## src/rtl/addr_window_pkg.sv

```systemverilog
package addr_window_pkg;
  localparam int ADDR_W   = 20;
  localparam int N_MEM    = 3;   // ram, card1, card2 in chain order
  localparam int IO_LSB   = 6;
  localparam int PAGE_LSB = 12;
  localparam int ID_LSB   = 8;
  localparam int N_SEL    = N_MEM + 2;

  localparam logic [7:0] ID_IO = 8'h19;

  function automatic logic [7:0] id_size_code(input int idx);
    return 8'(8'h03 + 2 * idx);
  endfunction

  function automatic logic [7:0] id_base_code(input int idx);
    return 8'(8'hF4 + 2 * idx);
  endfunction

  typedef enum logic [2:0] {
    SEL_IO    = 3'd0,
    SEL_RAM   = 3'd1,
    SEL_CARD1 = 3'd2,
    SEL_CARD2 = 3'd3,
    SEL_ROM   = 3'd4
  } sel_idx_e;
endpackage

```

## src/rtl/awc_cfg_chain.sv

```systemverilog
module awc_cfg_chain
  import addr_window_pkg::*;
#(
  parameter int AW    = ADDR_W,
  parameter int NM    = N_MEM,
  parameter int ID_LS = ID_LSB
) (
  input  logic                   clk_i,
  input  logic                   rst_ni,
  input  logic                   cfg_i,
  input  logic                   uncfg_i,
  input  logic [AW-1:0]          data_i,
  output logic                   io_vld_o,
  output logic [AW-1:0]          io_base_o,
  output logic [NM-1:0]          mem_vld_o,
  output logic [NM-1:0][AW-1:0]  mem_base_o,
  output logic [NM-1:0][AW-1:0]  mem_mask_o,
  output logic [AW-1:0]          id_o
);
  localparam int N_MOD = NM + 1;
  localparam int IDX_W = $clog2(N_MOD + 1);
  localparam logic [IDX_W-1:0] IDX_NONE = IDX_W'(N_MOD);

  logic                  io_vld_q;
  logic [AW-1:0]         io_base_q;
  logic [NM-1:0]         mem_vld_q;
  logic [NM-1:0][AW-1:0] mem_base_q, mem_mask_q;
  logic                  base_step_q;

  logic [N_MOD-1:0]          vld_all;
  logic [N_MOD-1:0][AW-1:0]  base_all;
  logic [IDX_W-1:0]          pend;
  logic [N_MOD-1:0]          rel_hit;

  assign vld_all  = {mem_vld_q, io_vld_q};
  assign base_all = {mem_base_q, io_base_q};

  // first unassigned module in chain order
  always_comb begin
    pend = IDX_NONE;
    for (int i = N_MOD - 1; i >= 0; i--)
      if (!vld_all[i]) pend = IDX_W'(i);
  end

  // first assigned module whose base equals the release value
  always_comb begin
    logic found;
    found   = 1'b0;
    rel_hit = '0;
    for (int i = 0; i < N_MOD; i++) begin
      if (!found && vld_all[i] && base_all[i] == data_i) begin
        rel_hit[i] = 1'b1;
        found      = 1'b1;
      end
    end
  end

  always_ff @(posedge clk_i or negedge rst_ni) begin
    if (!rst_ni) begin
      io_vld_q    <= 1'b0;
      io_base_q   <= '0;
      mem_vld_q   <= '0;
      mem_base_q  <= '0;
      mem_mask_q  <= '0;
      base_step_q <= 1'b0;
    end else if (uncfg_i) begin
      base_step_q <= 1'b0;
      if (rel_hit[0]) io_vld_q <= 1'b0;
      for (int i = 0; i < NM; i++)
        if (rel_hit[i+1]) mem_vld_q[i] <= 1'b0;
    end else if (cfg_i && pend != IDX_NONE) begin
      if (pend == '0) begin
        io_base_q <= data_i;
        io_vld_q  <= 1'b1;
      end
      for (int i = 0; i < NM; i++) begin
        if (pend == IDX_W'(i + 1)) begin
          if (!base_step_q) begin
            mem_mask_q[i] <= data_i;
            base_step_q   <= 1'b1;
          end else begin
            mem_base_q[i] <= data_i;
            mem_vld_q[i]  <= 1'b1;
            base_step_q   <= 1'b0;
          end
        end
      end
    end
  end

  always_comb begin
    id_o = '0;
    if (pend == '0) id_o[7:0] = ID_IO;
    for (int i = 0; i < NM; i++) begin
      if (pend == IDX_W'(i + 1))
        id_o = {mem_mask_q[i][AW-1:ID_LS],
                base_step_q ? id_base_code(i) : id_size_code(i)};
    end
  end

  assign io_vld_o   = io_vld_q;
  assign io_base_o  = io_base_q;
  assign mem_vld_o  = mem_vld_q;
  assign mem_base_o = mem_base_q;
  assign mem_mask_o = mem_mask_q;
endmodule

```

## src/rtl/awc_win_match.sv

```systemverilog
module awc_win_match #(
  parameter int AW  = 20,
  parameter int LSB = 12
) (
  input  logic          vld_i,
  input  logic [AW-1:0] addr_i,
  input  logic [AW-1:0] base_i,
  input  logic [AW-1:0] mask_i,
  output logic          hit_o
);
  logic [AW-1:0] diff;
  assign diff  = (addr_i ^ base_i) & mask_i;
  assign hit_o = vld_i && ((diff >> LSB) == '0);
endmodule

```

## src/rtl/awc_prio_sel.sv

```systemverilog
module awc_prio_sel #(
  parameter int N = 4
) (
  input  logic [N-1:0] req_i,   // bit 0 highest priority
  output logic [N-1:0] gnt_o,
  output logic         none_o
);
  always_comb begin
    gnt_o = '0;
    for (int i = N - 1; i >= 0; i--)
      if (req_i[i]) gnt_o = N'(1) << i;
  end
  assign none_o = (req_i == '0);
endmodule

```

## src/rtl/addr_window_ctrl.sv

```systemverilog
module addr_window_ctrl
  import addr_window_pkg::*;
(
  input  logic              clk_i,
  input  logic              rst_ni,
  input  logic              cfg_valid_i,
  input  logic              uncfg_valid_i,
  input  logic [ADDR_W-1:0] cmd_data_i,
  input  logic [ADDR_W-1:0] bus_addr_i,
  input  logic              bus_wr_i,
  output logic [N_SEL-1:0]  sel_o,
  output logic              ro_fault_o,
  output logic [ADDR_W-1:0] id_o
);
  localparam int N_REQ = N_MEM + 1;

  logic                          io_vld;
  logic [ADDR_W-1:0]             io_base;
  logic [N_MEM-1:0]              mem_vld;
  logic [N_MEM-1:0][ADDR_W-1:0]  mem_base, mem_mask;
  logic                          io_hit;
  logic [N_MEM-1:0]              mem_hit;
  logic [N_REQ-1:0]              req, gnt;
  logic                          none;

  awc_cfg_chain #(.AW(ADDR_W), .NM(N_MEM), .ID_LS(ID_LSB)) u_chain (
    .clk_i      (clk_i),
    .rst_ni     (rst_ni),
    .cfg_i      (cfg_valid_i),
    .uncfg_i    (uncfg_valid_i),
    .data_i     (cmd_data_i),
    .io_vld_o   (io_vld),
    .io_base_o  (io_base),
    .mem_vld_o  (mem_vld),
    .mem_base_o (mem_base),
    .mem_mask_o (mem_mask),
    .id_o       (id_o)
  );

  awc_win_match #(.AW(ADDR_W), .LSB(IO_LSB)) u_io_match (
    .vld_i  (io_vld),
    .addr_i (bus_addr_i),
    .base_i (io_base),
    .mask_i ({ADDR_W{1'b1}}),
    .hit_o  (io_hit)
  );

  for (genvar g = 0; g < N_MEM; g++) begin : g_mem
    awc_win_match #(.AW(ADDR_W), .LSB(PAGE_LSB)) u_match (
      .vld_i  (mem_vld[g]),
      .addr_i (bus_addr_i),
      .base_i (mem_base[g]),
      .mask_i (mem_mask[g]),
      .hit_o  (mem_hit[g])
    );
  end

  // priority order: io, ram, card2, card1
  assign req = {mem_hit[1], mem_hit[2], mem_hit[0], io_hit};

  awc_prio_sel #(.N(N_REQ)) u_prio (
    .req_i  (req),
    .gnt_o  (gnt),
    .none_o (none)
  );

  always_comb begin
    sel_o            = '0;
    sel_o[SEL_IO]    = gnt[0];
    sel_o[SEL_RAM]   = gnt[1];
    sel_o[SEL_CARD2] = gnt[2];
    sel_o[SEL_CARD1] = gnt[3];
    sel_o[SEL_ROM]   = none && !bus_wr_i;
  end

  assign ro_fault_o = none && bus_wr_i;
endmodule

```

## config.mk

```make
export PLATFORM = sky130hd
export DESIGN_NAME = addr_window_ctrl
export DESIGN_NICKNAME = d
export VERILOG_FILES = /design/src/rtl/addr_window_pkg.sv /design/src/rtl/awc_cfg_chain.sv /design/src/rtl/awc_win_match.sv /design/src/rtl/awc_prio_sel.sv /design/src/rtl/addr_window_ctrl.sv
export SDC_FILE = /design/constraint.sdc
export NUM_CORES = 1
export LEC_CHECK = 0
export BUFFER_PORTS_ARGS = -buffer_cell sky130_fd_sc_hd__buf_2
export CAP_MARGIN = 20
export CORE_ASPECT_RATIO = 0.7
export CORE_MARGIN = 2
export CORE_UTILIZATION = 30
export DETAILED_ROUTE_END_ITERATION = 10
export PLACE_DENSITY = 0.45
export SLEW_MARGIN = 20
export SYNTH_ARGS = -nofsm -noshare
export SYNTH_HDL_FRONTEND = slang
export SYNTH_SLANG_ARGS = --single-unit
```

## constraint.sdc

```tcl
create_clock -name clk_i -period 1.8 [get_ports clk_i]
set_input_delay 0.36 -clock clk_i [delete_from_list [all_inputs] [get_ports clk_i]]
set_output_delay 0.36 -clock clk_i [all_outputs]
set_load 0.005 [all_outputs]
```

==> results of run 1 <==
==> power breakdown <==
| group | switching, mW | internal, mW |
|---|---|---|
| registers | 0.915 | 3.84 |
| logic | 2.82 | 4.07 |
| clock network | 1.22 | 2.26 |
==> per-layer routing <==
metal  part of all wire  global-route usage  wire [microns]
met5                  0                   0               0
met4             0.0073              0.0448             160
met3              0.059              0.0516            1290
met2               0.42               0.273            9090
met1               0.52               0.309           11300
==> cells in the mapped netlist (2+ instances only) <==
library cell,n,share of area
dfrtp_1,121,0.48
mux2_2,116,0.21
xor2_1,69,0.095
xnor2_1,47,0.065
buf_2,22,0.017
a222oi_1,15,0.024
inv_1,14,0.0083
nor4_1,14,0.014
nand4_1,12,0.012
nand2_1,11,0.0065
clkbuf_1,9,0.0053
nor2_1,9,0.0053
nand3_1,7,0.0055
and3_1,4,0.0039
buf_4,4,0.0047
buf_6,4,0.0071
a221oi_1,3,0.0041
a22o_1,3,0.0041
and4_1,3,0.0041
nor2b_1,3,0.0030
nor3_1,3,0.0024
nor3b_1,3,0.0035
o21ai_0,3,0.0024
xnor2_2,3,0.0077
a21o_1,2,0.0024
nand2b_1,2,0.0020
==> cell type report <==
type	count	area, sq um
Inverter	14	55.1
Clock inverter	9	123
Sequential cell	121	3030
Timing Repair Buffer	212	1930
Clock buffer	21	470
Multi-Input combinational cell	339	3560
Fill cell	1895	11200
Tap cell	276	345
==> state kept, by name, summed over array words and instances, names as in the netlist <==
signal / cells
u_chain.mem_mask_o: 36
u_chain.mem_base_o: 60
u_chain.io_vld_o: 1
u_chain.base_step_q: 1
u_chain.io_base_o: 20
u_chain.mem_vld_o: 3
==> repair_timing <==
item | in CTS | in global routing
cloned | 8 | 3
buffers inserted | 24 | 15
endpoints found under the hold margin | 54 | 0
endpoints found under the setup margin | 111 | 126
hold buffers | 1 | 0
resized for setup | 127 | 35
pin swaps | 24 | 22
==> final timing paths <==
check / endpoint / slack [ps] / cells after the start
setup / recovery: ro_fault_o / -710 / 7
hold / removal: u_chain.io_base_o[6] / 240 / 2
setup reg to reg: u_chain.mem_vld_o[1] / -490 / 8
hold reg to reg: u_chain.mem_mask_o[29] / 510 / 1
max in group asynchronous: u_chain.mem_mask_o[34] / 940 / 3
min in group asynchronous: u_chain.mem_base_o[27] / 290 / 2
==> kinds of logic after synthesis <==
group / Yosys count
flops: 121
xor+xnor: 119
mux: 116
simple gates: 75
buf+inv: 53
compound gates: 29
==> out/metrics.yaml, run 1 <==
clock_network:
  ctsHtreeMaxLevel: 4
  clk_latency_ps: 420
  clock-sinks: 121
  clk_pin_slew_worst_paths_ps: 60
  clockRootBuffer: "clkbuf_16"
  cts_inserted_buffers: 17
  cts_tree: "built"
  clk_path_buf_depth: 2
finish:
  utilization: 0.458
  layout_common_cells: "117 x dfrtp_1, 100 x buf_4, 68 x xor2_1"
  final_common_cell: "dfrtp_1"
  antenna-diode-count: 0
  area_delta_synth_final_pct: 49.7
  stdcell_area_sq_um: 9510
  instances_no_fill: 992
  fin_nets: 750
  drive_above_1_share: 0.567
synth:
  yosys.area_share.adder: 0
  synth_xor_area_frac: 0.168
  synth_compound_area_frac: 0.0400
  muxShareOfSynthArea: 0.206
  synth_ff_type: "dfrtp_1"
  syn_avg_cell_area_sq_um: 12.4
  synth_edf_count: 0
  synth_top_family_by_area: "multiplexers"
  yosys_warnings: 0
  ys_types: 33
  synth-simple-area-share: 0.0675
  yosysSeqAreaShare: 0.477
  syn_inst: 513
  synth_seq_cells: 121
  synth_nets: 558
  synth-async-reset-ratio: 1.00
  syn_area_sq_um: 6350
sta:
  period_needed_ps: 2510
  max_freq_mhz: 398
  hold_viol: 0
  slew_headroom: 0.695
  maxSlewViolCount: 0
  setup_ws_ps: -712
  finClkSkew_ps: 7.75
  fin_crit_sh: 1.40
  tightest_slew_ps: 456
  rsz0062_at_grt: "yes"
  setup_viol_count_final: 101
  whs_ps: 243
  tns_ps: -21430
critical_path:
  cp.required_ps: 1440
  cp_top_family: "simple AND/OR/NAND/NOR gates"
  worst-path-max-fanout: 3
  cpPeakStageDelay_ps: 400
  cpMaxStageDelayCell: "dfrtp_1"
  startpoint: "u_chain.mem_base_o[18]"
  crit_type: "reg -> out"
  path_cells: "xor2_1 > a22o_1 > a221oi_2 > and4_4 > or3_4 > nor3b_2 > buf_2"
  start_kind: "register"
  r2r-start: "u_chain.mem_base_o[33]"
  endpoint_kind: "output port"
  path_buf_inv: 1
  worstPathArrival_ps: 2150
placed_design:
  port_buffers: 64
  globalplace.congestion: 0.826
  dp_cells: 919
  dp_hpwl_mm: 13.8
  place_area_sq_um: 7750
  dp_slack_ps: -541
power:
  power_leakage_nw: 4.46
  ir_drop_uv: 1030
  power_density_nw_per_um2: 1590
  p_total_mw: 15.1
routing:
  viasPerCell: 4.91
  firstDrtPassIters: 7
  drc: 0
  drtIter0Drc: 441
  wire_per_inst_microns: 22.1
  ant_nets: 0
  vias: 4874
  totalWireLength_mm: 21.9
die:
  num_rows: 44
  ios: 71
  core_region_area_sq_um: 20800
  die_x_microns: 178
  die_h_microns: 126
  initial_core_util: 0.306
  die_area_sq_um: 22400
global_route:
  grt_overflow: 0
  antenna_found_initial: 0
  grt_max_degree: 68
  grtUsageTotal: 0.199
  grt_pass1_wl_mm: 32.2
  first_global_vias: 5057
worst_hold_path:
  worst_hold_path_type: "in -> reg"
  hp-start: "cmd_data_i[6]"
outcome:
  status: "finished, violations left"
  violations: "negative setup slack"
run:
  drv_cap: 0
Note: power is estimated with default switching activity, not from simulation.
==> run 2: changes to the inputs <==
--- a/config.mk
+++ b/config.mk
@@ -5,7 +5,7 @@
 export SDC_FILE = /design/constraint.sdc
 export NUM_CORES = 1
 export LEC_CHECK = 0
-export BUFFER_PORTS_ARGS = -buffer_cell sky130_fd_sc_hd__buf_2
+export BUFFER_PORTS_ARGS = -buffer_cell sky130_fd_sc_hd__clkbuf_2
 export CAP_MARGIN = 20
 export CORE_ASPECT_RATIO = 0.7
 export CORE_MARGIN = 2
==> run 2 against run 1 <==
Effect of this change: the flow still finishes with violations (negative setup slack); register-to-register slack improved by 60 ps; via count down 1.3%; routed wire length fell by 4.5%; setup slack lost 34 ps; largest cell class unchanged; highest routed layer unchanged.
==> out/metrics.yaml, run 2 (synthesis gave the netlist of run 1 again) <==
outcome:
  status: "finished, violations left"  # unchanged
  violations: "negative setup slack"  # unchanged
routing:
  topRoutingLayerUsed: "met4"  # unchanged
  drc: 0  # unchanged
  viasPerCell: 4.89  # was 4.91
  firstDrtPassIters: 7  # unchanged
  met2_length_mm: 8.96  # was 9.09 mm
  wire_per_inst_microns: 21.2  # was 22.1 microns
  met3_length_microns: 769  # was 1.29 mm
  ant_nets: 0  # unchanged
  vias: 4813  # was 4874
  totalWireLength_mm: 20.9  # was 21.9 mm
  met1Wirelength_mm: 10.9  # was 11.3 mm
  drtIter0Drc: 356  # was 441
finish:
  final_common_cell: "dfrtp_1"  # unchanged
  drive_above_1_share: 0.571  # was 0.567
  largest_reg_flops: 60  # unchanged
  antenna-diode-count: 0  # unchanged
  utilization: 0.447  # was 0.458
  layout_common_cells: "116 x dfrtp_1, 101 x buf_4, 76 x mux2_2"  # was 117 x dfrtp_1, 100 x buf_4, 68 x xor2_1
  area_delta_synth_final_pct: 46.2  # was 49.7%
  fillerInstances: 1942  # was 1895
  fin_nets: 741  # was 750
placed_design:
  globalplace.congestion: 0.801  # was 0.826
  port_buffers: 64  # unchanged
  dp_slack_ps: -526  # was -541 ps
  dp_hpwl_mm: 14.1  # was 13.8 mm
global_route:
  antenna_found_initial: 0  # unchanged
  grt_pass1_wl_mm: 30.8  # was 32.2 mm
  grt_overflow: 0  # unchanged
  first_global_vias: 5070  # was 5057
  grt_max_degree: 34  # was 68
  grtUsageTotal: 0.189  # was 0.199
critical_path:
  cpMaxStageDelayCell: "a222oi_1"  # was dfrtp_1
  endpoint_kind: "output port"  # unchanged
  cpPeakStageDelay_ps: 570  # was 400 ps
  rr_endpoint: "u_chain.mem_vld_o[1]"  # unchanged
  cp.required_ps: 1440  # about the same
  crit_type: "reg -> out"  # unchanged
  worstPathArrival_ps: 2190  # was 2150 ps
  r2r-start: "u_chain.mem_base_o[32]"  # was u_chain.mem_base_o[33]
  start_kind: "register"  # unchanged
  worst-path-max-fanout: 3  # unchanged
  reg2reg_slack_ps: -430  # was -490 ps
  path_cells: "xor2_1 > a222oi_1 > and4_4 > or3_4 > nor3b_2 > buf_2"  # was xor2_1 > a22o_1 > a221oi_2 > and4_4 > or3_4 > nor3b_2 > buf_2
  r2r_cells: 8  # unchanged
clock_network:
  ctsHtreeMaxLevel: 4  # unchanged
  clockRootBuffer: "clkbuf_16"  # unchanged
  clk_latency_ps: 420  # about the same
  clock-sinks: 121  # unchanged
  clk_path_buf_depth: 2  # unchanged
  cts_tree: "built"  # unchanged
  cts_inserted_buffers: 17  # unchanged
  clk_pin_slew_worst_paths_ps: 60  # about the same
worst_hold_path:
  worst_hold_path_type: "in -> reg"  # unchanged
  min_path_cells: 2  # unchanged
  hp-start: "uncfg_valid_i"  # was cmd_data_i[6]
  whs_endpoint: "u_chain.base_step_q"  # was u_chain.io_base_o[6]
sta:
  fin_crit_sh: 1.41  # was 1.40
  max_freq_mhz: 393  # was 398 MHz
  tightest_slew_ps: 602  # was 456 ps
  period_needed_ps: 2550  # was 2510 ps
  tns_ps: -16170  # was -21430 ps
  finClkSkew_ps: 6.09  # was 7.75 ps
  setup_viol_count_final: 62  # was 101
  hold_viol: 0  # unchanged
  whs_ps: 243  # about the same
  slew_headroom: 0.599  # was 0.695
  rsz0062_at_grt: "yes"  # unchanged
  setup_ws_ps: -745  # was -712 ps
  maxSlewViolCount: 0  # unchanged
power:
  ir_drop_uv: 709  # was 1030 uV
  p_total_mw: 15.0  # was 15.1 mW
  power_leakage_nw: 4.32  # was 4.46 nW
  power_density_nw_per_um2: 1620  # was 1590 nW/um^2
die:
  die_h_microns: 126  # unchanged
  num_rows: 44  # unchanged
  ios: 71  # unchanged
  die_area_sq_um: 22400  # unchanged
  core_region_area_sq_um: 20800  # unchanged
  initial_core_util: 0.306  # unchanged
  die_x_microns: 178  # unchanged
run:
  drv_cap: 0  # unchanged
==> run 2: cell types whose count changed in the layout (fill, tap and decap cells not counted), sizes merged <==
cell	delta
inv	+2
clkinvlp	+5
clkinv	-3
buf	-67
bufinv	+1
clkbuf	+55
==> run 2: final cells by class <==
| class | instances | area (sq um) | share of cell area |
|---|---|---|---|
| Sequential cell | 121 | 3030 | 0.327 |
| Tap cell | 276 | 345 | 0.0372 |
| Clock buffer | 18 | 439 | 0.0473 |
| Clock inverter | 14 | 196 | 0.0212 |
| Multi-Input combinational cell | 339 | 3480 | 0.374 |
| Timing Repair Buffer | 203 | 1740 | 0.187 |
| Inverter | 14 | 55.1 | 0.00593 |
==> run 2: worst max path at each step <==
stage	from	end	slack, ps
after floorplan	cmd_data_i[15]	u_chain.mem_vld_o[1]	-40
final	u_chain.mem_base_o[16]	ro_fault_o	-750
after CTS	u_chain.mem_base_o[18]	ro_fault_o	-740
after detailed placement	bus_addr_i[17]	sel_o[3]	-530
after global placement	bus_addr_i[17]	sel_o[3]	-530
after global routing	u_chain.mem_base_o[36]	sel_o[2]	-830
==> run 2: per-stage QoR <==
stage                     cell area, sq um  std cells
after floorplan                       6430        513
after global placement                7800        926
after detailed placement              7800        926
after CTS                             8990        975
after global routing                  9290        985
final                                 9290        985
==> run 2: routing by layer <==
| layer | vias to the layer above | global-route usage |
|---|---|---|
| li1 | 2187 | - |
| met1 | 2491 | 0.292 |
| met2 | 119 | 0.274 |
| met3 | 16 | 0.0263 |
| met4 | 0 | 0.0540 |
| met5 | - | 0 |
==> run 2: critical path: cells and delay by family, from the launching register on <==
kind            cells  cell delay, ps
compound gates      1             570
simple gates        3             530
flops               1             400
xor+xnor            1             150
buf+inv             1             120
==> run 2: report_power, final <==
group          internal (mW)  leakage [nW]  switching [mW]
Clock                   2.36         0.291            1.37
Sequential              3.84          1.51           0.898
Combinational           3.82          2.52            2.72
Total                   10.0          4.32            4.98
==> run 2: timing repair <==
item	CTS	global route
pin swaps	38	21
hold endpoints to repair	30	0
setup endpoints to repair	101	101
buffers inserted	13	10
hold buffers	1	0
cloned	5	4
resized for setup	92	49
